$ cat src/rtl/doze_pkg.sv
package doze_pkg;

  typedef enum logic [1:0] {
    PM_HIGH = 2'b00,
    PM_LOW  = 2'b01,
    PM_DOZE = 2'b10,
    PM_DEEP = 2'b11
  } pm_mode_e;

  // Bit positions inside the synchronized input vector.
  localparam int unsigned SI_MODE0   = 0;
  localparam int unsigned SI_MODE1   = 1;
  localparam int unsigned SI_IRQ     = 2;
  localparam int unsigned SI_ISR     = 3;
  localparam int unsigned SI_REFRESH = 4;
  localparam int unsigned SI_HDLR    = 5;
  localparam int unsigned SI_WAKE    = 6;
  localparam int unsigned SI_HANG    = 7;
  localparam int unsigned SI_PLLOFF  = 8;
  localparam int unsigned SI_REQEN   = 9;
  localparam int unsigned SI_REQSMI  = 10;
  localparam int unsigned SI_WIDTH   = 11;

  function automatic logic is_doze(input logic [1:0] mode);
    return mode == PM_DOZE;
  endfunction

endpackage

$ cat src/rtl/doze_sync.sv
module doze_sync #(
  parameter int unsigned WIDTH  = 8,
  parameter int unsigned STAGES = 2
) (
  input  logic             clk,
  input  logic             rst_n,
  input  logic [WIDTH-1:0] d,
  output logic [WIDTH-1:0] q
);

  logic [WIDTH-1:0] stg [STAGES];

  generate
    for (genvar s = 0; s < STAGES; s++) begin : g_stage
      if (s == 0) begin : g_first
        always_ff @(posedge clk or negedge rst_n) begin
          if (!rst_n) stg[s] <= '0;
          else        stg[s] <= d;
        end
      end else begin : g_next
        always_ff @(posedge clk or negedge rst_n) begin
          if (!rst_n) stg[s] <= '0;
          else        stg[s] <= stg[s-1];
        end
      end
    end
  endgenerate

  assign q = stg[STAGES-1];

endmodule

$ cat src/rtl/doze_edge.sv
module doze_edge (
  input  logic clk,
  input  logic rst_n,
  input  logic level,
  output logic rise
);

  logic level_d;

  always_ff @(posedge clk or negedge rst_n) begin
    if (!rst_n) level_d <= 1'b0;
    else        level_d <= level;
  end

  assign rise = level & ~level_d;

endmodule

$ cat src/rtl/doze_run_ctrl.sv
module doze_run_ctrl #(
  parameter int unsigned HANG_STROBES = 64,
  localparam int unsigned CW = $clog2(HANG_STROBES + 1)
) (
  input  logic          clk,
  input  logic          rst_n,
  input  logic          in_doze,
  input  logic          wake_cond,
  input  logic          hdlr_on,
  input  logic          hang_en,
  input  logic          refresh_rise,
  output logic          run,
  output logic [CW-1:0] left
);

  // Strobes still allowed before the clock stops; 1 means "stop at next".
  function automatic logic [CW-1:0] reload_val(input logic hang);
    return hang ? CW'(HANG_STROBES) : CW'(1);
  endfunction

  function automatic logic [CW-1:0] after_strobe(input logic [CW-1:0] cur);
    return (cur > CW'(1)) ? cur - CW'(1) : '0;
  endfunction

  function automatic logic keep_after_strobe(input logic [CW-1:0] cur);
    return cur > CW'(1);
  endfunction

  always_ff @(posedge clk or negedge rst_n) begin
    if (!rst_n) begin
      run  <= 1'b1;
      left <= CW'(1);
    end else if (!in_doze) begin
      run  <= 1'b1;
      left <= CW'(1);
    end else if (wake_cond) begin
      run  <= 1'b1;
      left <= reload_val(hang_en);
    end else if (hdlr_on) begin
      run  <= 1'b1;
      if (left == '0) left <= CW'(1);
    end else if (refresh_rise && run) begin
      run  <= keep_after_strobe(left);
      left <= after_strobe(left);
    end
  end

endmodule

$ cat src/rtl/doze_req_gen.sv
module doze_req_gen (
  input  logic clk,
  input  logic rst_n,
  input  logic in_doze,
  input  logic req_en,
  input  logic req_smi,
  output logic entry,
  output logic nmi_req,
  output logic smi_req
);

  logic doze_d;

  always_ff @(posedge clk or negedge rst_n) begin
    if (!rst_n) doze_d <= 1'b0;
    else        doze_d <= in_doze;
  end

  assign entry = in_doze & ~doze_d;

  always_ff @(posedge clk or negedge rst_n) begin
    if (!rst_n) begin
      nmi_req <= 1'b0;
      smi_req <= 1'b0;
    end else begin
      nmi_req <= entry & req_en & ~req_smi;
      smi_req <= entry & req_en & req_smi;
    end
  end

endmodule

$ cat src/rtl/doze_clk_gate.sv
module doze_clk_gate
  import doze_pkg::*;
#(
  parameter int unsigned HANG_STROBES = 64,
  parameter int unsigned SYNC_STAGES  = 2
) (
  input  logic       clk,
  input  logic       rst_n,
  input  logic [1:0] pm_mode_i,
  input  logic       tmr_irq_i,
  input  logic       tmr_isr_i,
  input  logic       refresh_i,
  input  logic       hdlr_active_i,
  input  logic       cfg_wake_en_i,
  input  logic       cfg_hang_en_i,
  input  logic       cfg_pll_off_i,
  input  logic       cfg_req_en_i,
  input  logic       cfg_req_smi_i,
  output logic       cpu_clk_en_o,
  output logic       hs_pll_en_o,
  output logic       ls_pll_en_o,
  output logic       vid_pll_en_o,
  output logic       nmi_req_o,
  output logic       smi_req_o
);

  localparam int unsigned CW = $clog2(HANG_STROBES + 1);

  logic [SI_WIDTH-1:0] raw_in;
  logic [SI_WIDTH-1:0] syn;

  always_comb begin
    raw_in             = '0;
    raw_in[SI_MODE0]   = pm_mode_i[0];
    raw_in[SI_MODE1]   = pm_mode_i[1];
    raw_in[SI_IRQ]     = tmr_irq_i;
    raw_in[SI_ISR]     = tmr_isr_i;
    raw_in[SI_REFRESH] = refresh_i;
    raw_in[SI_HDLR]    = hdlr_active_i;
    raw_in[SI_WAKE]    = cfg_wake_en_i;
    raw_in[SI_HANG]    = cfg_hang_en_i;
    raw_in[SI_PLLOFF]  = cfg_pll_off_i;
    raw_in[SI_REQEN]   = cfg_req_en_i;
    raw_in[SI_REQSMI]  = cfg_req_smi_i;
  end

  doze_sync #(.WIDTH(SI_WIDTH), .STAGES(SYNC_STAGES)) u_sync (
    .clk   (clk),
    .rst_n (rst_n),
    .d     (raw_in),
    .q     (syn)
  );

  // Named internal events, observed by the bound checker.
  logic          in_doze;
  logic          pll_off_s;
  logic          hdlr_s;
  logic          wake_cond;
  logic          refresh_rise;
  logic          doze_entry;
  logic          run;
  logic [CW-1:0] hang_left;

  assign in_doze   = is_doze({syn[SI_MODE1], syn[SI_MODE0]});
  assign pll_off_s = syn[SI_PLLOFF];
  assign hdlr_s    = syn[SI_HDLR];
  assign wake_cond = syn[SI_WAKE] & ~pll_off_s & (syn[SI_IRQ] | syn[SI_ISR]);

  doze_edge u_refresh_edge (
    .clk   (clk),
    .rst_n (rst_n),
    .level (syn[SI_REFRESH]),
    .rise  (refresh_rise)
  );

  doze_run_ctrl #(.HANG_STROBES(HANG_STROBES)) u_run (
    .clk          (clk),
    .rst_n        (rst_n),
    .in_doze      (in_doze),
    .wake_cond    (wake_cond),
    .hdlr_on      (hdlr_s),
    .hang_en      (syn[SI_HANG]),
    .refresh_rise (refresh_rise),
    .run          (run),
    .left         (hang_left)
  );

  doze_req_gen u_req (
    .clk     (clk),
    .rst_n   (rst_n),
    .in_doze (in_doze),
    .req_en  (syn[SI_REQEN]),
    .req_smi (syn[SI_REQSMI]),
    .entry   (doze_entry),
    .nmi_req (nmi_req_o),
    .smi_req (smi_req_o)
  );

  assign cpu_clk_en_o = run;
  assign hs_pll_en_o  = ~in_doze;
  assign ls_pll_en_o  = ~(in_doze & pll_off_s);
  assign vid_pll_en_o = ~(in_doze & pll_off_s);

endmodule

$ cat config.mk
export PLATFORM = sky130hd
export DESIGN_NAME = doze_clk_gate
export DESIGN_NICKNAME = d
export VERILOG_FILES = /design/src/rtl/doze_pkg.sv /design/src/rtl/doze_sync.sv /design/src/rtl/doze_edge.sv /design/src/rtl/doze_run_ctrl.sv /design/src/rtl/doze_req_gen.sv /design/src/rtl/doze_clk_gate.sv
export SDC_FILE = /design/constraint.sdc
export NUM_CORES = 1
export LEC_CHECK = 0
export BUFFER_PORTS_ARGS = -buffer_cell sky130_fd_sc_hd__buf_2
export CAP_MARGIN = 0
export CORE_AREA = 2 2 53 55
export CTS_CLUSTER_SIZE = 14
export DETAILED_ROUTE_END_ITERATION = 10
export DIE_AREA = 0 0 55 57
export GPL_TIMING_DRIVEN = 0
export PLACE_DENSITY = 0.75
export SLEW_MARGIN = 20
export SYNTH_ARGS = -nofsm -noshare
export SYNTH_HDL_FRONTEND = slang
export SYNTH_SLANG_ARGS = --single-unit
$ cat constraint.sdc
create_clock -name clk -period 3 [get_ports clk]
set_input_delay 0.9 -clock clk [delete_from_list [all_inputs] [get_ports clk]]
set_output_delay 0.9 -clock clk [all_outputs]
set_load 0.03 [all_outputs]
# Yosys cells after proc, flatten, opt, wreduce, memory -nomap -nowiden
# Index checks and enable logic that the tools add are counted.
# totals
reg_bits	34
in_bits	13
out_inout_bits	6
# classes
addsub	1
magnitude_cmp	1
n_eq_ne	3
n_mux	11
n_bitwise	15
n_reduce_logical	3
# ops
cell	count
2-to-1 mux 7 bit	7
bitwise AND 1 bit	8
> comparator 7 x 1 -> 1 bit (second input constant)	1
zero test 7 bit	1
subtractor 7 x 1 -> 7 bit (second input constant)	1
inverter 1 bit	6
2-to-1 mux 1 bit	4
inequality test 4 x 1 -> 1 bit (second input constant)	1
inequality test 4 x 2 -> 1 bit (second input constant)	1
equality test 2 bit (second input constant)	1
AND reduction 2 bit	1
logical AND 1 bit	1
bitwise OR 1 bit	1

# Longest topological paths before layout
# logic_depth
word_depth	7
mapped_depth	7
depth_no_buf	6

# By module
# Synthesis repeated with hierarchy kept, for this count alone.
# unflattened
hier_cells	105
area_unflattened_um2	1431.4
# modules_own_cells
mod	n_inst	cells_each	area_each_um2	seq_area_each_um2
doze_sync	1	33	633.1	550.5
doze_run_ctrl	1	58	604.3	202.7
doze_req_gen	1	6	107.6	75.1
doze_clk_gate	1	6	47.5	0.0
doze_edge	1	2	38.8	25.0

# Worst setup path before layout
# OpenSTA, ideal clock, no wires.
# synth_timing
path_kind	flip-flop to output port
startpoint	reg u_sync.stg, in the netlist u_sync.q[1]
endpoint	out vid_pll_en_o
t_arrival_ns	1.396
t_required_ns	2.100
slack_ns	0.704
stages_incl_launch_ff	6
path_buffers	2
path_cell_list	dfrtp_1 nand2b_1 clkbuf_1 inv_2 nand2_1 buf_4
# synth_via
elab_chain_len	3
# synth_rtl
item	line	source
start: declaration	doze_sync.sv:11	logic [WIDTH-1:0] stg [STAGES];
start signal: indexed assignment	doze_sync.sv:23	else stg[s] <= stg[s-1];
equality test 2 bit	doze_pkg.sv:25	return mode == PM_DOZE;
via in_doze	doze_clk_gate.sv:55	logic in_doze;
bitwise AND 1 bit	--	
inverter 1 bit	--	
end: declaration	doze_clk_gate.sv:22	output logic vid_pll_en_o,
# The timed path passes the listed nets, and every way through them passes these cells.

# Worst setup path in the final report
# layout_timing
startpoint	reg u_sync.stg, in the netlist u_sync.q[1]
endpoint	out vid_pll_en_o
# layout_via
elab_chain_len	3
# layout_rtl
item	line	source
equality test 2 bit	doze_pkg.sv:25	
via in_doze	doze_clk_gate.sv:55	
bitwise AND 1 bit	doze_clk_gate.sv:102	assign vid_pll_en_o = ~(in_doze & pll_off_s);
inverter 1 bit	doze_clk_gate.sv:102	
# The timed path passes the listed nets, and every way through them passes these cells.

==> metrics.log <==
[metrics] clock tree from TritonCTS: yes
[metrics] # clock sinks: 34
[metrics] utilization after layout: 59.2%
[metrics] later-pin clock latency in the skew report: 0.32 ns
[metrics] min-delay worst type: reg -> reg
[metrics] area taken by flip-flops and latches: 853 um2
[metrics] setup clock skew after layout: 0.00740 ns
[metrics] maximum capacitance violations: 0
[metrics] Final TNS setup: 0 ns
[metrics] startpoint of the tightest hold check path: u_sync.stg[16]$_DFF_PN0_
[metrics] Row Count: 19
[metrics] count of pins on the block boundary: 19
[metrics] total power per unit cell area: 585 mW/mm2
[metrics] initial cell density of the core: 51.1%
[metrics] FFs w/ async S/R, synth: 100%
[metrics] fraction of layout cells with a size suffix above 1: 26.0%
[metrics] library cells used by synthesis: 38
[metrics] width of the die: 55 um
[metrics] number of antenna violations at the first check in global routing: 0
[metrics] synthesized-area fraction occupied by ao, oa, aoi and oai cells: 16.3%
[metrics] placeable core region: 0.00262 mm2
[metrics] min cycle time layout: 2.38 ns
[metrics] startpoint of the most critical register-to-register path: u_run.left[2]$_DFFE_PN0P_
[metrics] commonest register cell after synthesis: sky130_fd_sc_hd__dfrtp_1
[metrics] global route overflow: 0
[metrics] DR iter-0 viols: 15
[metrics] critical path required time: 2.10 ns
[metrics] clock tree buffer depth: 2
[metrics] Synth Area in XOR/XNOR: 0%
[metrics] Overall Global Routing Usage: 17.5%
[metrics] share of the yosys chip area belonging to registers: 63.9%
[metrics] basic-gate share of the synthesized area counting and, or, nand and nor cells: 11.0%
[metrics] critical path class: reg -> out
[metrics] per-cell via count in the routed design: 5.69
[metrics] total detailed-routing wirelength: 2170 um
[metrics] number of buffers inserted by hold repair at cts: 0
[metrics] number of global-route vias before repair: 907
[metrics] Final Cycle Share: 79.2%
[metrics] post-cts repair resize count: 0
[metrics] buffer cell driving the clock tree root: sky130_fd_sc_hd__clkbuf_4
[metrics] startpoint of the worst setup timing path: u_sync.q[1]$_DFF_PN0_
[metrics] Static Leakage: 0.000682 uW
[metrics] clock slew seen by the registers of the worst setup and hold paths: 0.10 ns
[metrics] post-detailed-route count of antenna-violating nets: 0
[metrics] achievable frequency: 421 MHz
[metrics] pin count of the biggest net entering global routing: 35
[metrics] maximum vdd ir drop: 0.446 mV
[metrics] Max Fanout on Critical Path: 7
[metrics] global-route wire length before repair: 3820 um
[metrics] drc violations: 0
[metrics] height of the chip: 57 um
[metrics] critical path capture point type: output port
[metrics] post-synthesis net count: 121
[metrics] relative slew slack: 32.3%
[metrics] flip-flop and latch count after synthesis: 34
[metrics] half-perimeter wire length after placement: 1530 um
[metrics] number of enable-type register cells in the synthesized netlist: 0
[metrics] multiplexer share of the synthesized area: 2.25%
[metrics] Multi-input gate area: 432 um2
[metrics] startpoint kind of the worst setup timing path: register
[metrics] wire length per cell: 13.4 um
[metrics] adder and majority cell fraction of the synthesized area: 2.81%
[metrics] last weighted congestion value of the routability-driven placer: 0.872
[metrics] number of buffers created by CTS: 5
[metrics] Final Hold Violating Endpoints: 0
[metrics] setup repair after global routing missed its margin: false
[metrics] gate count of the mapped netlist: 105
[metrics] number of diodes added for antenna fixing: 0
[metrics] critical path arrival: 1.48 ns
[metrics] drt first pass iters: 5
[metrics] worst slew pin tran: 1.01 ns
[metrics] result of the run: complete, no violations
[metrics] synth-to-layout area growth: 16.0%
[metrics] Final Power: 906 uW
[metrics] number of max-slew violations in the final report: 0
[metrics] buffers added on ports: 18
[metrics] depth of the CTS H-tree: 2
[metrics] Setup-failing EPs final: 0
[metrics] number of nets in the layout: 146
[metrics] mean cell area of the mapped netlist: 12.7 um2
[metrics] Die Area: 0.00314 mm2
[metrics] YS warnings: 0
[metrics] combinational family with the most area after synthesis: compound AO/OA/AOI/OAI gates
[metrics] post-synth design cell area: 0.00134 mm2
[metrics] number of fill cells: 227
[metrics] Vias: 921
[metrics] post-CTS setup repair buffer count: 0
[cells in the mapped netlist, types with 2 or more instances]
master	number	area, um2
sky130_fd_sc_hd__a2111oi_2	2	30.0
sky130_fd_sc_hd__a211o_1	2	17.5
sky130_fd_sc_hd__a211oi_1	2	15.0
sky130_fd_sc_hd__a21oi_1	7	35.0
sky130_fd_sc_hd__clkbuf_1	2	7.51
sky130_fd_sc_hd__dfrtp_1	32	801
sky130_fd_sc_hd__dfstp_2	2	52.6
sky130_fd_sc_hd__ha_1	3	37.5
sky130_fd_sc_hd__inv_1	7	26.3
sky130_fd_sc_hd__mux2i_1	3	30.0
sky130_fd_sc_hd__nand2_1	7	26.3
sky130_fd_sc_hd__nand2b_1	2	12.5
sky130_fd_sc_hd__nor3_1	2	10.0
sky130_fd_sc_hd__nor4_1	3	18.8
sky130_fd_sc_hd__o211ai_1	5	37.5
sky130_fd_sc_hd__o21ai_1	2	10.0
[registers in the layout, summed over array words and instances, names as in the netlist]
| register | cells |
|---|---|
| u_refresh_edge.level_d | 1 |
| u_req.doze_d | 1 |
| u_req.nmi_req | 1 |
| u_req.smi_req | 1 |
| u_run.left | 7 |
| u_run.run | 1 |
| u_sync.q | 11 |
| u_sync.stg | 11 |
[logic make-up after synthesis]
logic type / count (synthesis)
adders and majority gates: 3
DFF: 34
and+or+nand+nor: 24
buffers and inverters: 12
muxes: 3
AOI/OAI and AO/OA: 29
[routing by layer]
metal	routed length [um]	track usage [%]	part of all wire, %	up-vias
li1	-	-	-	437
met1	957	20.3	44	445
met2	1050	26.9	48	35
met3	132	7.07	6.1	4
met4	29	10.1	1.3	0
met5	0	0	0	-
[power breakdown]
part	switching, uW	internal (uW)
combinational	46.8	28.5
clock	142	199
sequential	11.0	479
total	199	706
[critical path, cell delays in order (launching register included)]
cell and delay, ns:
sky130_fd_sc_hd__dfrtp_1 0.37, sky130_fd_sc_hd__nand2b_1 0.07, sky130_fd_sc_hd__clkbuf_1 0.26, sky130_fd_sc_hd__inv_2 0.09, sky130_fd_sc_hd__nand2_1 0.09, sky130_fd_sc_hd__buf_4 0.10, sky130_fd_sc_hd__buf_2 0.18
[final timing paths]
check / cells after the start / endpoint / slack [ns]
min in group asynchronous: 1 / u_sync.stg[12]$_DFF_PN0_ / 0.62
worst min register to register: 0 / u_sync.q[5]$_DFF_PN0_ / 0.35
worst max register to register: 5 / u_run.left[4]$_DFFE_PN0P_ / 0.77
worst min-delay path: 0 / u_sync.q[5]$_DFF_PN0_ / 0.35
worst max-delay path: 6 / vid_pll_en_o / 0.62
max in group asynchronous: 1 / u_sync.q[4]$_DFF_PN0_ / 1.93
[cells in the final DEF, fill, tap and decap left out, types with 2 or more instances in the layout]
master / count
sky130_fd_sc_hd__dfrtp_1: 32
sky130_fd_sc_hd__dfstp_2: 2
sky130_fd_sc_hd__nor4_1: 3
sky130_fd_sc_hd__nand2_1: 7
sky130_fd_sc_hd__buf_2: 19
sky130_fd_sc_hd__o21ai_1: 2
sky130_fd_sc_hd__a2111oi_2: 2
sky130_fd_sc_hd__a21oi_1: 7
sky130_fd_sc_hd__nand2b_1: 2
sky130_fd_sc_hd__nor3_1: 2
sky130_fd_sc_hd__mux2i_1: 3
sky130_fd_sc_hd__inv_1: 7
sky130_fd_sc_hd__a211o_1: 2
sky130_fd_sc_hd__clkbuf_4: 5
sky130_fd_sc_hd__ha_1: 3
sky130_fd_sc_hd__a211oi_1: 2
sky130_fd_sc_hd__o211ai_1: 5
sky130_fd_sc_hd__clkbuf_1: 3
[layout make-up]
type	count	share of cell area (%)
Buffer	4	1.29
Clock buffer	7	3.55
Clock inverter	1	1.94
Inverter	8	1.94
Multi-Input combinational cell	59	27.9
Sequential cell	34	55.1
Tap cell	31	2.50
Timing Repair Buffer	18	5.82
[metrics by stage]
stage / worst slack [ns] / hold WS (ns) / instance area [um2] / instances
6_report: 0.623 / 0.354 / 1550 / 162
5_1_grt: 0.483 / 0.362 / 1550 / 162
4_1_cts: 0.583 / 0.357 / 1550 / 162
3_5_place_dp: 0.767 / 0.336 / 1460 / 154
3_3_place_gp: 0.794 / 0.332 / 1460 / 154
2_1_floorplan: 0.704 / 0.331 / 1340 / 105
(Power assumes the default switching activity.)
